**config.mk**
```make
export PLATFORM = sky130hd
export DESIGN_NAME = gmac_dot7
export DESIGN_NICKNAME = d
export VERILOG_FILES = /design/src/rtl/gmac_pkg.sv /design/src/rtl/gmac_trim.sv /design/src/rtl/gmac_accum.sv /design/src/rtl/gmac_sat.sv /design/src/rtl/gmac_dot7.sv
export SDC_FILE = /design/constraint.sdc
export NUM_CORES = 1
export LEC_CHECK = 0
export CORE_MARGIN = 4
export CORE_UTILIZATION = 50
export DETAILED_ROUTE_END_ITERATION = 16
export PLACE_DENSITY = 0.69
export SLEW_MARGIN = 20
export SYNTH_ARGS = -nofsm -noshare
export SYNTH_HDL_FRONTEND = slang
export SYNTH_SLANG_ARGS = --single-unit
```
**constraint.sdc**
```tcl
create_clock -name clk -period 6.7 [get_ports clk]
set_input_delay 1.34 -clock clk [delete_from_list [all_inputs] [get_ports clk]]
set_output_delay 1.34 -clock clk [all_outputs]
set_load 0.005 [all_outputs]
```
**src/rtl/gmac_pkg.sv**
```systemverilog
package gmac_pkg;
  localparam int DEF_DATA_W    = 10;
  localparam int DEF_N_TERMS   = 7;
  localparam int DEF_KEEP_FRAC = 3;
endpackage

```
**src/rtl/gmac_trim.sv**
```systemverilog
module gmac_trim #(
  parameter int DATA_W = 10,
  parameter int DROP   = 6,
  localparam int PROD_W = 2 * DATA_W,
  localparam int TRIM_W = PROD_W - DROP
) (
  input  logic [DATA_W-1:0] a,
  input  logic [DATA_W-1:0] b,
  output logic [TRIM_W-1:0] term
);
  logic signed [PROD_W-1:0] prod;

  always_comb begin
    prod = $signed(a) * $signed(b);
    term = prod[PROD_W-1:DROP];
  end
endmodule

```
**src/rtl/gmac_accum.sv**
```systemverilog
module gmac_accum #(
  parameter int TRIM_W  = 14,
  parameter int ACC_W   = 16,
  parameter int N_TERMS = 7,
  localparam int CNT_W  = $clog2(N_TERMS + 1),
  localparam int EXT_W  = ACC_W - TRIM_W
) (
  input  logic              clk,
  input  logic              rst_n,
  input  logic              step_en,
  input  logic              restart,
  input  logic [TRIM_W-1:0] term,
  output logic [ACC_W-1:0]  sum_next
);
  logic [ACC_W-1:0] acc_q;
  logic [ACC_W-1:0] term_ext;
  logic [CNT_W-1:0] cnt_q, cnt_d;

  always_comb begin
    term_ext = {{EXT_W{term[TRIM_W-1]}}, term};
    sum_next = (restart ? '0 : acc_q) + term_ext;
    cnt_d    = restart ? CNT_W'(1) : cnt_q + CNT_W'(1);
  end

  always_ff @(posedge clk or negedge rst_n) begin
    if (!rst_n) begin
      acc_q <= '0;
      cnt_q <= '0;
    end else if (step_en) begin
      acc_q <= sum_next;
      cnt_q <= cnt_d;
    end
  end

  // idle cycles leave the running sum untouched
  a_r12_idle_hold: assert property (@(posedge clk) disable iff (!rst_n)
    !step_en |=> $stable(acc_q));

  // a continuing beat never pushes past the guarded term count
  a_r4_term_limit: assert property (@(posedge clk) disable iff (!rst_n)
    (step_en && !restart) |-> (cnt_q < CNT_W'(N_TERMS)));
endmodule

```
**src/rtl/gmac_sat.sv**
```systemverilog
module gmac_sat #(
  parameter int ACC_W     = 16,
  parameter int DATA_W    = 10,
  parameter int KEEP_FRAC = 3,
  localparam int TOP_LSB  = KEEP_FRAC + DATA_W - 1
) (
  input  logic [ACC_W-1:0]  sum,
  output logic [DATA_W-1:0] value,
  output logic              ovf
);
  logic [ACC_W-1:TOP_LSB] top_bits;

  always_comb begin
    top_bits = sum[ACC_W-1:TOP_LSB];
    ovf      = !((&top_bits) || !(|top_bits));
    if (!ovf)
      value = sum[TOP_LSB:KEEP_FRAC];
    else if (sum[ACC_W-1])
      value = {1'b1, {(DATA_W-1){1'b0}}};
    else
      value = {1'b0, {(DATA_W-1){1'b1}}};
  end
endmodule

```
**src/rtl/gmac_dot7.sv**
```systemverilog
module gmac_dot7 #(
  parameter int DATA_W    = gmac_pkg::DEF_DATA_W,
  parameter int N_TERMS   = gmac_pkg::DEF_N_TERMS,
  parameter int KEEP_FRAC = gmac_pkg::DEF_KEEP_FRAC
) (
  input  logic              clk,
  input  logic              rst_n,
  input  logic              in_valid,
  input  logic              in_first,
  input  logic              in_last,
  input  logic [DATA_W-1:0] in_a,
  input  logic [DATA_W-1:0] in_b,
  output logic              res_valid,
  output logic [DATA_W-1:0] res_data,
  output logic              res_ovf
);
  localparam int GUARD  = $clog2(N_TERMS);
  localparam int PROD_W = 2 * DATA_W;
  localparam int DROP   = DATA_W - 1 - KEEP_FRAC;
  localparam int TRIM_W = PROD_W - DROP;
  localparam int ACC_W  = DATA_W + GUARD + KEEP_FRAC;

  logic [TRIM_W-1:0] term;
  logic [ACC_W-1:0]  sum_next;
  logic [DATA_W-1:0] sat_value;
  logic              sat_ovf;
  logic              close_en;

  logic              vld_d;
  logic [DATA_W-1:0] data_d;
  logic              ovf_d;

  gmac_trim #(.DATA_W(DATA_W), .DROP(DROP)) u_trim (
    .a(in_a), .b(in_b), .term(term)
  );

  gmac_accum #(.TRIM_W(TRIM_W), .ACC_W(ACC_W), .N_TERMS(N_TERMS)) u_accum (
    .clk(clk), .rst_n(rst_n), .step_en(in_valid), .restart(in_first),
    .term(term), .sum_next(sum_next)
  );

  gmac_sat #(.ACC_W(ACC_W), .DATA_W(DATA_W), .KEEP_FRAC(KEEP_FRAC)) u_sat (
    .sum(sum_next), .value(sat_value), .ovf(sat_ovf)
  );

  always_comb begin
    close_en = in_valid && in_last;
    vld_d    = close_en;
    data_d   = close_en ? sat_value : res_data;
    ovf_d    = close_en ? sat_ovf   : res_ovf;
  end

  always_ff @(posedge clk or negedge rst_n) begin
    if (!rst_n) begin
      res_valid <= 1'b0;
      res_data  <= '0;
      res_ovf   <= 1'b0;
    end else begin
      res_valid <= vld_d;
      res_data  <= data_d;
      res_ovf   <= ovf_d;
    end
  end

  // strobe follows a closing beat and nothing else
  a_r5_strobe: assert property (@(posedge clk) disable iff (!rst_n)
    (in_valid && in_last) |=> res_valid);
  a_r5_no_spurious: assert property (@(posedge clk) disable iff (!rst_n)
    !(in_valid && in_last) |=> !res_valid);

  // result and flag hold between strobes
  a_r11_hold: assert property (@(posedge clk) disable iff (!rst_n)
    !res_valid |-> ($stable(res_data) && $stable(res_ovf)));

  // a flagged result sits on one of the two rails
  a_r7_r8_rails: assert property (@(posedge clk) disable iff (!rst_n)
    res_ovf |-> ((res_data == {1'b0, {(DATA_W-1){1'b1}}}) ||
                 (res_data == {1'b1, {(DATA_W-1){1'b0}}})));

  // the trimmed term keeps the true sign of the product
  a_r2_term_sign: assert property (@(posedge clk) disable iff (!rst_n)
    (in_valid && (in_a != '0) && (in_b != '0)) |->
      (term[TRIM_W-1] == (in_a[DATA_W-1] ^ in_b[DATA_W-1])));
endmodule

```
* Word level (Yosys, flattened, before mapping)
Index checks and enable logic that the tools add are counted.
Operators by class: reduce and logical (&&, ||, !) cells 6, add/sub/neg operators 1, mux-type cells 3, multipliers 1
Operators by type and width (number):
- multiplier 10 x 10 -> 20 bit | 1
- two-way mux 10 bit | 2
- adder 16 bit | 1
- two-way mux 16 bit | 1
- AND reduction 4 bit | 1
- OR reduction 4 bit | 1
- logical NOT 1 bit | 2
- logical AND 1 bit | 1
- logical OR 1 bit | 1
Word-level totals: bits of input ports 25, flip-flop bits (word level) 28, output and inout port bits 12

* Depth between registers and ports, before layout
Gate-level depths: netlist (run 1).
depth after elaboration 6, gate-level depth with buffers 32, depth with buffers taken out 30

* Cells and area by module
A second synthesis (run 1) with hierarchy kept.
Unflattened totals: cells, all modules 692, area, all modules 6170.9 um^2
Modules (own cells, without submodules):
- gmac_trim | area each 3967.6 um^2, cells each 466, instances 1
- gmac_accum | area each 1477.7 um^2, cells each 163, instances 1
- gmac_dot7 | area each 479.2 um^2, cells each 26, instances 1
- gmac_sat | area each 246.5 um^2, cells each 37, instances 1

* Least setup slack after synthesis (run 1)
Ideal clock, no wire load.
path kind input to register, start input port in_a[9], end register res_data[0], data required time 6.566 ns, arrival 8.052 ns, setup time 0.134 ns, path buffers 1, cell stages on the path 29, path slack -1.485 ns, cells stage by stage clkbuf_1 > and2_1 > inv_1 > fa_1 > inv_1 > fa_1 > inv_1 > fa_1 > inv_1 > fa_1 > inv_1 > fa_1 > inv_1 > ha_1 > nand3_1 > nor2_1 > a32o_1 > a31o_2 > a211oi_4 > xnor2_2 > inv_1 > ha_1 > a21o_1 > or3_1 > o211a_1 > xor2_1 > or3_4 > a21oi_4 > a21oi_2
On the way: cells in the longest elaborated chain, start to end 6
Ends and longest elaborated chain:
- start, declared | RTL line gmac_dot7.sv:11 | input logic [DATA_W-1:0] in_a,
- multiplier 10 x 10 -> 20 bit (*) | RTL line gmac_trim.sv:14 | prod = $signed(a) * $signed(b);
- adder 16 bit (*) | RTL line gmac_accum.sv:21 | sum_next = (restart ? '0 : acc_q) + term_ext;
- OR reduction 4 bit | RTL line gmac_sat.sv:15 | ovf = !((&top_bits) || !(|top_bits));
- logical NOT 1 bit | RTL line gmac_sat.sv:15
- logical OR 1 bit | RTL line gmac_sat.sv:15
- two-way mux 10 bit (*) | RTL line gmac_sat.sv:16 | if (!ovf)
- end signal, assigned | RTL line gmac_dot7.sv:60 | res_data <= data_d;
- end, declared | RTL line gmac_dot7.sv:14 | output logic [DATA_W-1:0] res_data,
Every way passes the cells marked *; elsewhere a longest branch is shown, timed or not. A chain may end at the register's enable or synchronous reset.

* Worst setup path in the final report (run 1)
start input port in_a[2], end register res_data[7]
The elaborated chain is that of the path after synthesis.

==> results of run 1 <==
synth_stat cells (all sizes together) (4+ instances only):
master	n	share of area (%)
o21ai	19	1.7
nand2b	5	0.54
and2	36	3.9
clkbuf	17	1.1
nor3	7	0.60
xor2	8	1.2
nor2	34	2.2
mux2	13	2.5
nor2b	21	2.3
xnor2	27	4.5
o21bai	4	0.52
a21oi	29	3.3
ha	61	13
a21o	8	1.0
fa	91	31
inv	131	8.4
dfrtp	28	12
nand2	61	3.9
critical path, delay by kind of cell:
kind	cells	cell delay (ns)
and+or+nand+nor	4	0.75
buffers and inverters	7	0.78
xor gates and xnor gates	2	0.21
adders and majority gates	7	3.04
AOI/OAI and AO/OA	9	1.75
metrics by stage:
step / std cells / TNS, ns / util (%) / setup WS (ns)
2_1_floorplan: 638 / -11.36 / - / -0.924
4_1_cts: 936 / -13.20 / 69.7 / -0.996
6_report: 938 / -13.74 / 70.9 / -1.02
5_1_grt: 938 / -18.39 / 70.9 / -1.29
3_3_place_gp: 910 / -25.11 / 64.1 / -1.54
3_5_place_dp: 910 / -27.74 / 64.1 / -1.70
sequential cells by signal, summed over array words and instances (netlist names):
register,flops
res_valid,1
res_data,10
res_ovf,1
u_accum.acc_q,16
per-layer routing:
metal	up-vias	share of wire (%)	track usage (%)
li1	2304	-	-
met1	2464	41	27.1
met2	75	55	41.6
met3	18	2.5	1.72
met4	0	1.6	3.17
met5	-	0	0
worst paths after layout:
check,endpoint,cells past startpoint
worst max-delay path,res_data[7]$_DFFE_PN0P_,29
worst min-delay path,res_ovf$_DFFE_PN0P_,2
worst max register to register,res_data[7]$_DFFE_PN0P_,13
worst min register to register,res_ovf$_DFFE_PN0P_,2
max in group asynchronous,u_accum.acc_q[14]$_DFFE_PN0P_,2
min in group asynchronous,res_valid$_DFF_PN0_,2
kinds of logic (layout without fill, tap and decap cells):
family | Yosys count | count (layout)
AND/OR/NAND/NOR | 174 | 174
adder cells (fa/ha/maj) | 152 | 152
buffers and inverters | 152 | 309
AO/OA/AOI/OAI | 84 | 84
XOR/XNOR | 35 | 35
flip-flops | 28 | 28
multiplexers | 13 | 13
area by class of cell:
type	count	area [um2]	share of cell area, %
repair buffers	173	1510	18.7
clock inverters	1	30.0	0.371
well taps	143	179	2.21
inverters	132	498	6.15
multi-input cells	458	5110	63.0
clock buffers	3	75.1	0.927
flip-flops and latches	28	701	8.65
what timing repair did:
item / 4_1_cts / 5_1_grt
hold endpoints to repair: 0 / 0
gates cloned: 4 / 1
setup buffers: 18 / 5
hold buffers: 0 / 0
pin swaps: 51 / 22
endpoints found under the setup margin: 20 / 20
resized for setup: 152 / 50
==> key figures, run 1 <==
Synthesis
  – Synth Instances: 638
  – Post-synthesis sequential area ratio: 12.0%
  – Synth Area in Compound Gates: 10.6%
  – Warnings, synthesis: 0
  – Post-synthesis xor/xnor area fraction: 5.71%
  – Cell Area, Synth: 5830 um2
  – Avg Inst Size Synth: 9.14 um2
  – Top_reg_cell synth: dfrtp_1
  – Post-synthesis mux area share: 2.51%
  – Synthesized net count: 815
  – EDFF count, synth: 0
  – Post-synthesis adder-cell area fraction: 44.3%
  – Post-Synth Simple-Gate Area: 14.7%
  – Main combinational cell family by area after synthesis: adder cells
  – Async SR Flop Fraction: 100%
  – Seq cells post-synth: 28
  – Unique masters post-synth: 54

Drt
  – Final WL: 13,900 um
  – Via/cell ratio: 5.18
  – DRT iter0 DRCs: 194
  – Via count: 4,861
  – Wire length per cell: 14.8 um
  – Antenna-violating nets left: 0
  – DR pass1 iterations: 4
  – DRC: 0

Final layout
  – Commonest non-fill, non-tap cells in the layout: buf_4 (106), inv_1 (104), fa_1 (86)
  – Nets: 973
  – Most common cell after layout, fill and taps aside: buf_4
  – Layout cells sized above 1: 38.4%
  – Antenna cells: 0
  – Post-layout instance area: 8100 um2
  – Syn-to-layout area delta: 39.0%
  – Fillers: 856

STA
  – Period minus WS final: 7.72 ns
  – # setup viols final: 18
  – Max_slew headroom: 58.9%
  – Final setup margin: -1.02 ns
  – Worst-margin pin slew: 0.615 ns
  – Max Slew Vio Count: 0
  – Clk_skew: 0.00383 ns
  – Hold slack final: 0.498 ns
  – Final hold viol count: 0
  – Fin crit share: 115%
  – RSZ-0062 raised after global routing: true
  – Fmax: 0.130 GHz

Worst setup path
  – Crit-path max cell delay: 0.58 ns
  – Crit-path most repeated cell: fa_1
  – Reg-to-Reg Start: u_accum.acc_q[0]$_DFFE_PN0P_
  – R2R Setup Slk: 3.38 ns
  – Slowest CP cell: fa_1
  – CP max FO: 6
  – Crit path launch type: input port
  – Worst Path Required: 6.84 ns
  – Arr. time, crit path: 7.86 ns
  – CP endpoint kind: flip-flop
  – Worst setup path startpoint: in_a[2]
  – WS Path Type: input port to flip-flop

Clocking
  – CTS max path bufs: 2
  – Max H-tree Level: 1
  – Clock slew at reported path FFs: 0.06 ns
  – CTS Sinks: 28
  – CTS tree: built
  – CTS buffer count: 3
  – Clock root cell: clkbuf_16
  – Skew-Pair Late Insertion Delay: 0.26 ns

Global routing
  – Largest net degree at the start of global routing: 29
  – Vias in the first global route: 5,463
  – Initial antenna violation count: 0
  – Global-route wire length before repair: 23,900 um
  – GRT Overall Usage: 21.7%
  – Congestion Overflow GR: 0

Placement
  – GPL Wtd Cong: 0.866
  – # port buffers: 36
  – Placed Area: 7320 um2
  – Post-DP HPWL: 10,500 um

Floorplan
  – DIE AREA: 13,500 um2
  – Die W: 116 um
  – Std cell rows: 39
  – Initial Util: 51.1%
  – Core ar.: 11,400 um2
  – Die height: 116 um
  – I/O pin count: 37

Run status
  – Status: finished with violations
  – Failing checks: negative setup slack

Hold path
  – Worst min path class: flip-flop to flip-flop
  – Hold Crit Start: res_ovf$_DFFE_PN0P_

Job
  – Max-Cap Viols: 0
Power of run 1 is left out: the tool's default activity adds up to more than one toggle a clock period on the data nets, which glitch-free logic cannot reach.
==> run 2, diff against run 1 <==
--- a/config.mk
+++ b/config.mk
@@ -8,7 +8,7 @@
 export CORE_MARGIN = 4
 export CORE_UTILIZATION = 50
 export DETAILED_ROUTE_END_ITERATION = 16
-export PLACE_DENSITY = 0.69
+export DONT_BUFFER_PORTS = 1
 export SLEW_MARGIN = 20
 export SYNTH_ARGS = -nofsm -noshare
 export SYNTH_HDL_FRONTEND = slang
==> key figures, run 2 (synthesis results as in run 1) <==
Run status
  – Status: finished with violations (unchanged)
  – Failing checks: negative setup slack (unchanged)

Final layout
  – Regs by FF count: u_accum.acc_q (16), res_data (10) (unchanged)
  – Nets: 883 (was 973)
  – Max FFs per register: 16 (unchanged)
  – Commonest non-fill, non-tap cells in the layout: inv_1 (115), fa_1 (87), buf_4 (75) (was buf_4 (106), inv_1 (104), fa_1 (86))
  – Util after Layout: 62.4% (was 70.9%)
  – Most common cell after layout, fill and taps aside: inv_1 (was buf_4)
  – Layout cells sized above 1: 29.2% (was 38.4%)
  – Top reg by flops: u_accum.acc_q (unchanged)
  – Syn-to-layout area delta: 22.2% (was 39.0%)
  – Antenna cells: 0 (unchanged)

STA
  – Clk_skew: 0.00179 ns (was 0.00383 ns)
  – # setup viols final: 17 (was 18)
  – Setup tns final: -7.44 ns (was -13.74 ns)
  – Final setup margin: -0.628 ns (was -1.02 ns)
  – Period minus WS final: 7.33 ns (was 7.72 ns)
  – Fin crit share: 109% (was 115%)
  – Final hold viol count: 0 (unchanged)
  – Worst-margin pin slew: 0.349 ns (was 0.615 ns)
  – Max Slew Vio Count: 0 (unchanged)
  – Fmax: 0.136 GHz (was 0.130 GHz)
  – Max_slew headroom: 76.7% (was 58.9%)
  – RSZ-0062 raised after global routing: true (unchanged)
  – Hold slack final: 0.503 ns (was 0.498 ns)

Global routing
  – Vias in the first global route: 4,741 (was 5,463)
  – Congestion Overflow GR: 0 (unchanged)
  – GRT Overall Usage: 19.6% (was 21.7%)
  – Largest net degree at the start of global routing: 29 (unchanged)
  – Initial antenna violation count: 0 (unchanged)
  – Global-route wire length before repair: 21,500 um (was 23,900 um)

Floorplan
  – Die W: 116 um (unchanged)
  – Core ar.: 11,400 um2 (unchanged)
  – DIE AREA: 13,500 um2 (unchanged)
  – Die height: 116 um (unchanged)
  – Initial Util: 51.1% (unchanged)
  – I/O pin count: 37 (unchanged)
  – Std cell rows: 39 (unchanged)

Drt
  – Via count: 4,429 (was 4,861)
  – Antenna-violating nets left: 0 (unchanged)
  – Via/cell ratio: 5.22 (was 5.18)
  – Wire length per cell: 14.1 um (was 14.8 um)
  – DRT iter0 DRCs: 138 (was 194)
  – DRC: 0 (unchanged)
  – Final WL: 12,000 um (was 13,900 um)
  – DR pass1 iterations: 4 (unchanged)

Worst setup path
  – Crit path launch type: input port (unchanged)
  – WS Path Type: input port to flip-flop (unchanged)
  – Reg-to-Reg Start: u_accum.acc_q[0]$_DFFE_PN0P_ (unchanged)
  – R2R Setup Slk: 3.52 ns (was 3.38 ns)
  – Worst reg2reg endpoint: res_data[0]$_DFFE_PN0P_ (was res_data[7]$_DFFE_PN0P_)
  – Slowest CP cell: fa_1 (unchanged)
  – Arr. time, crit path: 7.48 ns (was 7.86 ns)
  – Worst setup path startpoint: in_b[1] (was in_a[2])
  – CP endpoint kind: flip-flop (unchanged)
  – Worst Path Required: 6.85 ns (was 6.84 ns)
  – Crit-path max cell delay: 0.53 ns (was 0.58 ns)
  – End point of the critical path: res_data[0]$_DFFE_PN0P_ (was res_data[7]$_DFFE_PN0P_)
  – CP max FO: 10 (was 6)
  – Reg2Reg Depth: 13 (unchanged)

Placement
  – # port buffers: 0 (was 36)
  – GPL Wtd Cong: 0.851 (was 0.866)
  – Dpl ws: -1.03 ns (was -1.70 ns)
  – Post-DP HPWL: 9920 um (was 10,500 um)

Clocking
  – CTS max path bufs: 2 (unchanged)
  – Clock root cell: clkbuf_16 (unchanged)
  – CTS buffer count: 3 (unchanged)
  – Skew-Pair Late Insertion Delay: 0.26 ns (about the same)
  – CTS tree: built (unchanged)
  – CTS Sinks: 28 (unchanged)
  – Max H-tree Level: 1 (unchanged)
  – Clock slew at reported path FFs: 0.07 ns (was 0.06 ns)

Hold path
  – Worst min path class: flip-flop to flip-flop (unchanged)

Job
  – Max-Cap Viols: 0 (unchanged)
[run 2: how the worst min path moves through the flow]
stage / startpoint / to / slack (ns) / depth (start not counted)
after floorplan: res_ovf$_DFFE_PN0P_ / res_ovf$_DFFE_PN0P_ / 0.47 / 2
after global placement: u_accum.acc_q[12]$_DFFE_PN0P_ / u_accum.acc_q[12]$_DFFE_PN0P_ / 0.48 / 1
after detailed placement: u_accum.acc_q[11]$_DFFE_PN0P_ / u_accum.acc_q[11]$_DFFE_PN0P_ / 0.49 / 1
after CTS: u_accum.acc_q[11]$_DFFE_PN0P_ / u_accum.acc_q[11]$_DFFE_PN0P_ / 0.50 / 1
after global routing: u_accum.acc_q[8]$_DFFE_PN0P_ / u_accum.acc_q[8]$_DFFE_PN0P_ / 0.52 / 1
final: u_accum.acc_q[11]$_DFFE_PN0P_ / u_accum.acc_q[11]$_DFFE_PN0P_ / 0.50 / 1
[run 2: per-stage QoR]
stage	cells	instance area (um2)
floorplan	638	6180
finish	848	7120
CTS	840	6870
global placement	829	6600
global route	848	7120
detailed placement	829	6600
[run 2: final cells by class]
| class | count | area [um2] |
|---|---|---|
| Fill cell | 991 | 4300 |
| Timing Repair Buffer | 83 | 662 |
| Multi-Input combinational cell | 458 | 4990 |
| Clock buffer | 4 | 88.8 |
| Tap cell | 143 | 179 |
| Inverter | 132 | 498 |
| Sequential cell | 28 | 701 |
[run 2: repair_timing]
item,CTS,global route
resized for setup,29,38
endpoints found under the setup margin,17,18
buffers inserted,8,9
pin swaps,10,31
hold buffers,0,0
gates cloned,0,0
[run 2: worst max-delay path, delay by kind of cell]
family	cells	cell delay, ns
compound gates	11	2.04
xor+xnor	2	0.31
fa+ha+maj	7	2.57
buf+inv	4	0.30
simple gates	4	0.93
[run 2: metal layers]
layer / vias to the layer above / share of wire, % / track usage [%] / routed length [um]
li1: 2119 / - / - / -
met1: 2259 / 44 / 25.6 / 5200
met2: 37 / 54 / 36.0 / 6460
met3: 14 / 1.5 / 2.30 / 174
met4: 0 / 1.0 / 2.24 / 120
met5: - / 0 / 0 / 0
Power of run 2 is left out for the same reason.
==> run 3, diff against run 2 <==
--- a/config.mk
+++ b/config.mk
@@ -9,6 +9,7 @@
 export CORE_UTILIZATION = 50
 export DETAILED_ROUTE_END_ITERATION = 16
 export DONT_BUFFER_PORTS = 1
+export GPL_TIMING_DRIVEN = 0
 export SLEW_MARGIN = 20
 export SYNTH_ARGS = -nofsm -noshare
 export SYNTH_HDL_FRONTEND = slang
==> key figures, run 3 (synthesis results as in run 1) <==
Worst setup path
  – CP endpoint kind: flip-flop (unchanged)
  – Arr. time, crit path: 7.76 ns (was 7.48 ns)
  – Worst Path Required: 6.86 ns (was 6.85 ns)
  – WS Path Type: input port to flip-flop (unchanged)
  – Crit-path max cell delay: 0.55 ns (was 0.53 ns)
  – Crit path launch type: input port (unchanged)
  – Reg2Reg Depth: 13 (unchanged)
  – Slowest CP cell: fa_2 (was fa_1)
  – CP max FO: 10 (unchanged)

Drt
  – DR pass1 iterations: 4 (unchanged)
  – DRC: 0 (unchanged)
  – Antenna-violating nets left: 0 (unchanged)
  – DRT iter0 DRCs: 123 (was 138)
  – Wire length per cell: 14.9 um (was 14.1 um)
  – Via count: 4,327 (was 4,429)
  – Final WL: 12,200 um (was 12,000 um)
  – Via/cell ratio: 5.29 (was 5.22)

STA
  – Final setup margin: -0.904 ns (was -0.628 ns)
  – Clk_skew: 0.00190 ns (was 0.00179 ns)
  – Fmax: 0.132 GHz (was 0.136 GHz)
  – Period minus WS final: 7.60 ns (was 7.33 ns)
  – Worst-margin pin slew: 0.589 ns (was 0.349 ns)
  – Max Slew Vio Count: 0 (unchanged)
  – Max_slew headroom: 60.7% (was 76.7%)
  – RSZ-0062 raised after global routing: true (unchanged)
  – Final hold viol count: 0 (unchanged)
  – Fin crit share: 113% (was 109%)
  – # setup viols final: 17 (unchanged)

Floorplan
  – Die W: 116 um (unchanged)
  – DIE AREA: 13,500 um2 (unchanged)
  – I/O pin count: 37 (unchanged)
  – Core ar.: 11,400 um2 (unchanged)
  – Initial Util: 51.1% (unchanged)
  – Std cell rows: 39 (unchanged)
  – Die height: 116 um (unchanged)

Global routing
  – Largest net degree at the start of global routing: 29 (unchanged)
  – Congestion Overflow GR: 0 (unchanged)
  – GRT Overall Usage: 19.5% (was 19.6%)
  – Initial antenna violation count: 0 (unchanged)
  – Global-route wire length before repair: 21,200 um (was 21,500 um)
  – Vias in the first global route: 4,629 (was 4,741)

Hold path
  – Hold Path Depth: 1 (unchanged)
  – Worst min path class: flip-flop to flip-flop (unchanged)

Clocking
  – CTS tree: built (unchanged)
  – CTS max path bufs: 2 (unchanged)
  – Number of hold-repair buffers added at the cts stage: 0 (unchanged)
  – Max H-tree Level: 1 (unchanged)
  – Clock root cell: clkbuf_16 (unchanged)
  – Skew-Pair Late Insertion Delay: 0.26 ns (about the same)
  – Clock slew at reported path FFs: 0.07 ns (about the same)
  – CTS Sinks: 28 (unchanged)
  – CTS buffer count: 3 (unchanged)

Final layout
  – Syn-to-layout area delta: 21.3% (was 22.2%)
  – Top reg by flops: u_accum.acc_q (unchanged)
  – Commonest non-fill, non-tap cells in the layout: inv_1 (114), fa_1 (84), nand2_1 (49) (was inv_1 (115), fa_1 (87), buf_4 (75))
  – Nets: 853 (was 883)
  – Post-layout instance area: 7070 um2 (was 7120 um2)
  – Regs by FF count: u_accum.acc_q (16), res_data (10) (unchanged)
  – Layout cells sized above 1: 26.1% (was 29.2%)
  – Antenna cells: 0 (unchanged)
  – Max FFs per register: 16 (unchanged)
  – Most common cell after layout, fill and taps aside: inv_1 (unchanged)

Placement
  – # port buffers: 0 (unchanged)
  – GPL Wtd Cong: 0.830 (was 0.851)
  – Post-DP HPWL: 9610 um (was 9920 um)
  – Placed Area: 6360 um2 (was 6600 um2)

Run status
  – Failing checks: negative setup slack (unchanged)
  – Status: finished with violations (unchanged)

Job
  – Max-Cap Viols: 0 (unchanged)
-- run 3: changes by cell type in the layout (fill, tap and decap cells not counted), sizes merged --
cell and change:
buf -43, clkbuf +13, inv -1, clkinv +1
-- run 3: layout make-up --
class | count | area (um2)
plain buffers | 19 | 310
clock buffers | 4 | 88.8
fillers | 985 | 4350
inverters | 132 | 499
multi-input cells | 458 | 4970
flip-flops and latches | 28 | 701
well taps | 143 | 179
repair buffers | 34 | 318
-- run 3: critical path: cells and delay by family --
| kind | cells | cell delay, ns |
|---|---|---|
| and+or+nand+nor | 4 | 1.00 |
| AOI/OAI and AO/OA | 8 | 1.63 |
| xor gates and xnor gates | 2 | 0.30 |
| buffers and inverters | 6 | 0.57 |
| adders and majority gates | 7 | 2.90 |
-- run 3: per-layer routing --
layer | share of wire, % | up-vias | GRT usage [%]
met3 | 2.8 | 6 | 2.77
met5 | 0 | - | 0
met1 | 45 | 2204 | 25.7
met4 | 0.79 | 0 | 1.24
met2 | 52 | 51 | 35.8
li1 | - | 2066 | -
-- run 3: what timing repair did --
item | CTS | global route
buffers inserted | 20 | 11
gates resized for setup | 36 | 34
setup endpoints to repair | 18 | 19
pin swaps | 29 | 20
gates cloned | 1 | 2
-- run 3: worst paths after layout --
check	start	end	slack [ns]
worst max-delay path	in_b[6]	res_data[2]$_DFFE_PN0P_	-0.90
worst min-delay path	u_accum.acc_q[8]$_DFFE_PN0P_	u_accum.acc_q[8]$_DFFE_PN0P_	0.50
worst max register to register	u_accum.acc_q[0]$_DFFE_PN0P_	res_data[2]$_DFFE_PN0P_	3.34
worst min register to register	u_accum.acc_q[8]$_DFFE_PN0P_	u_accum.acc_q[8]$_DFFE_PN0P_	0.50
max in group asynchronous	rst_n	res_data[5]$_DFFE_PN0P_	5.86
min in group asynchronous	rst_n	res_valid$_DFF_PN0_	0.76
-- run 3: metrics by stage --
| step | setup TNS, ns | hold WS (ns) | setup slack [ns] | instances | util, % |
|---|---|---|---|---|---|
| after floorplan | -11.36 | 0.473 | -0.924 | 638 | - |
| after global placement | -18.74 | 0.484 | -1.35 | 781 | 55.7 |
| after detailed placement | -19.78 | 0.488 | -1.39 | 781 | 55.7 |
| after CTS | -11.46 | 0.504 | -0.943 | 805 | 60.0 |
| after global routing | -16.17 | 0.510 | -1.19 | 818 | 61.9 |
| final | -11.44 | 0.499 | -0.904 | 818 | 61.9 |
Power of run 3 is left out for the same reason.
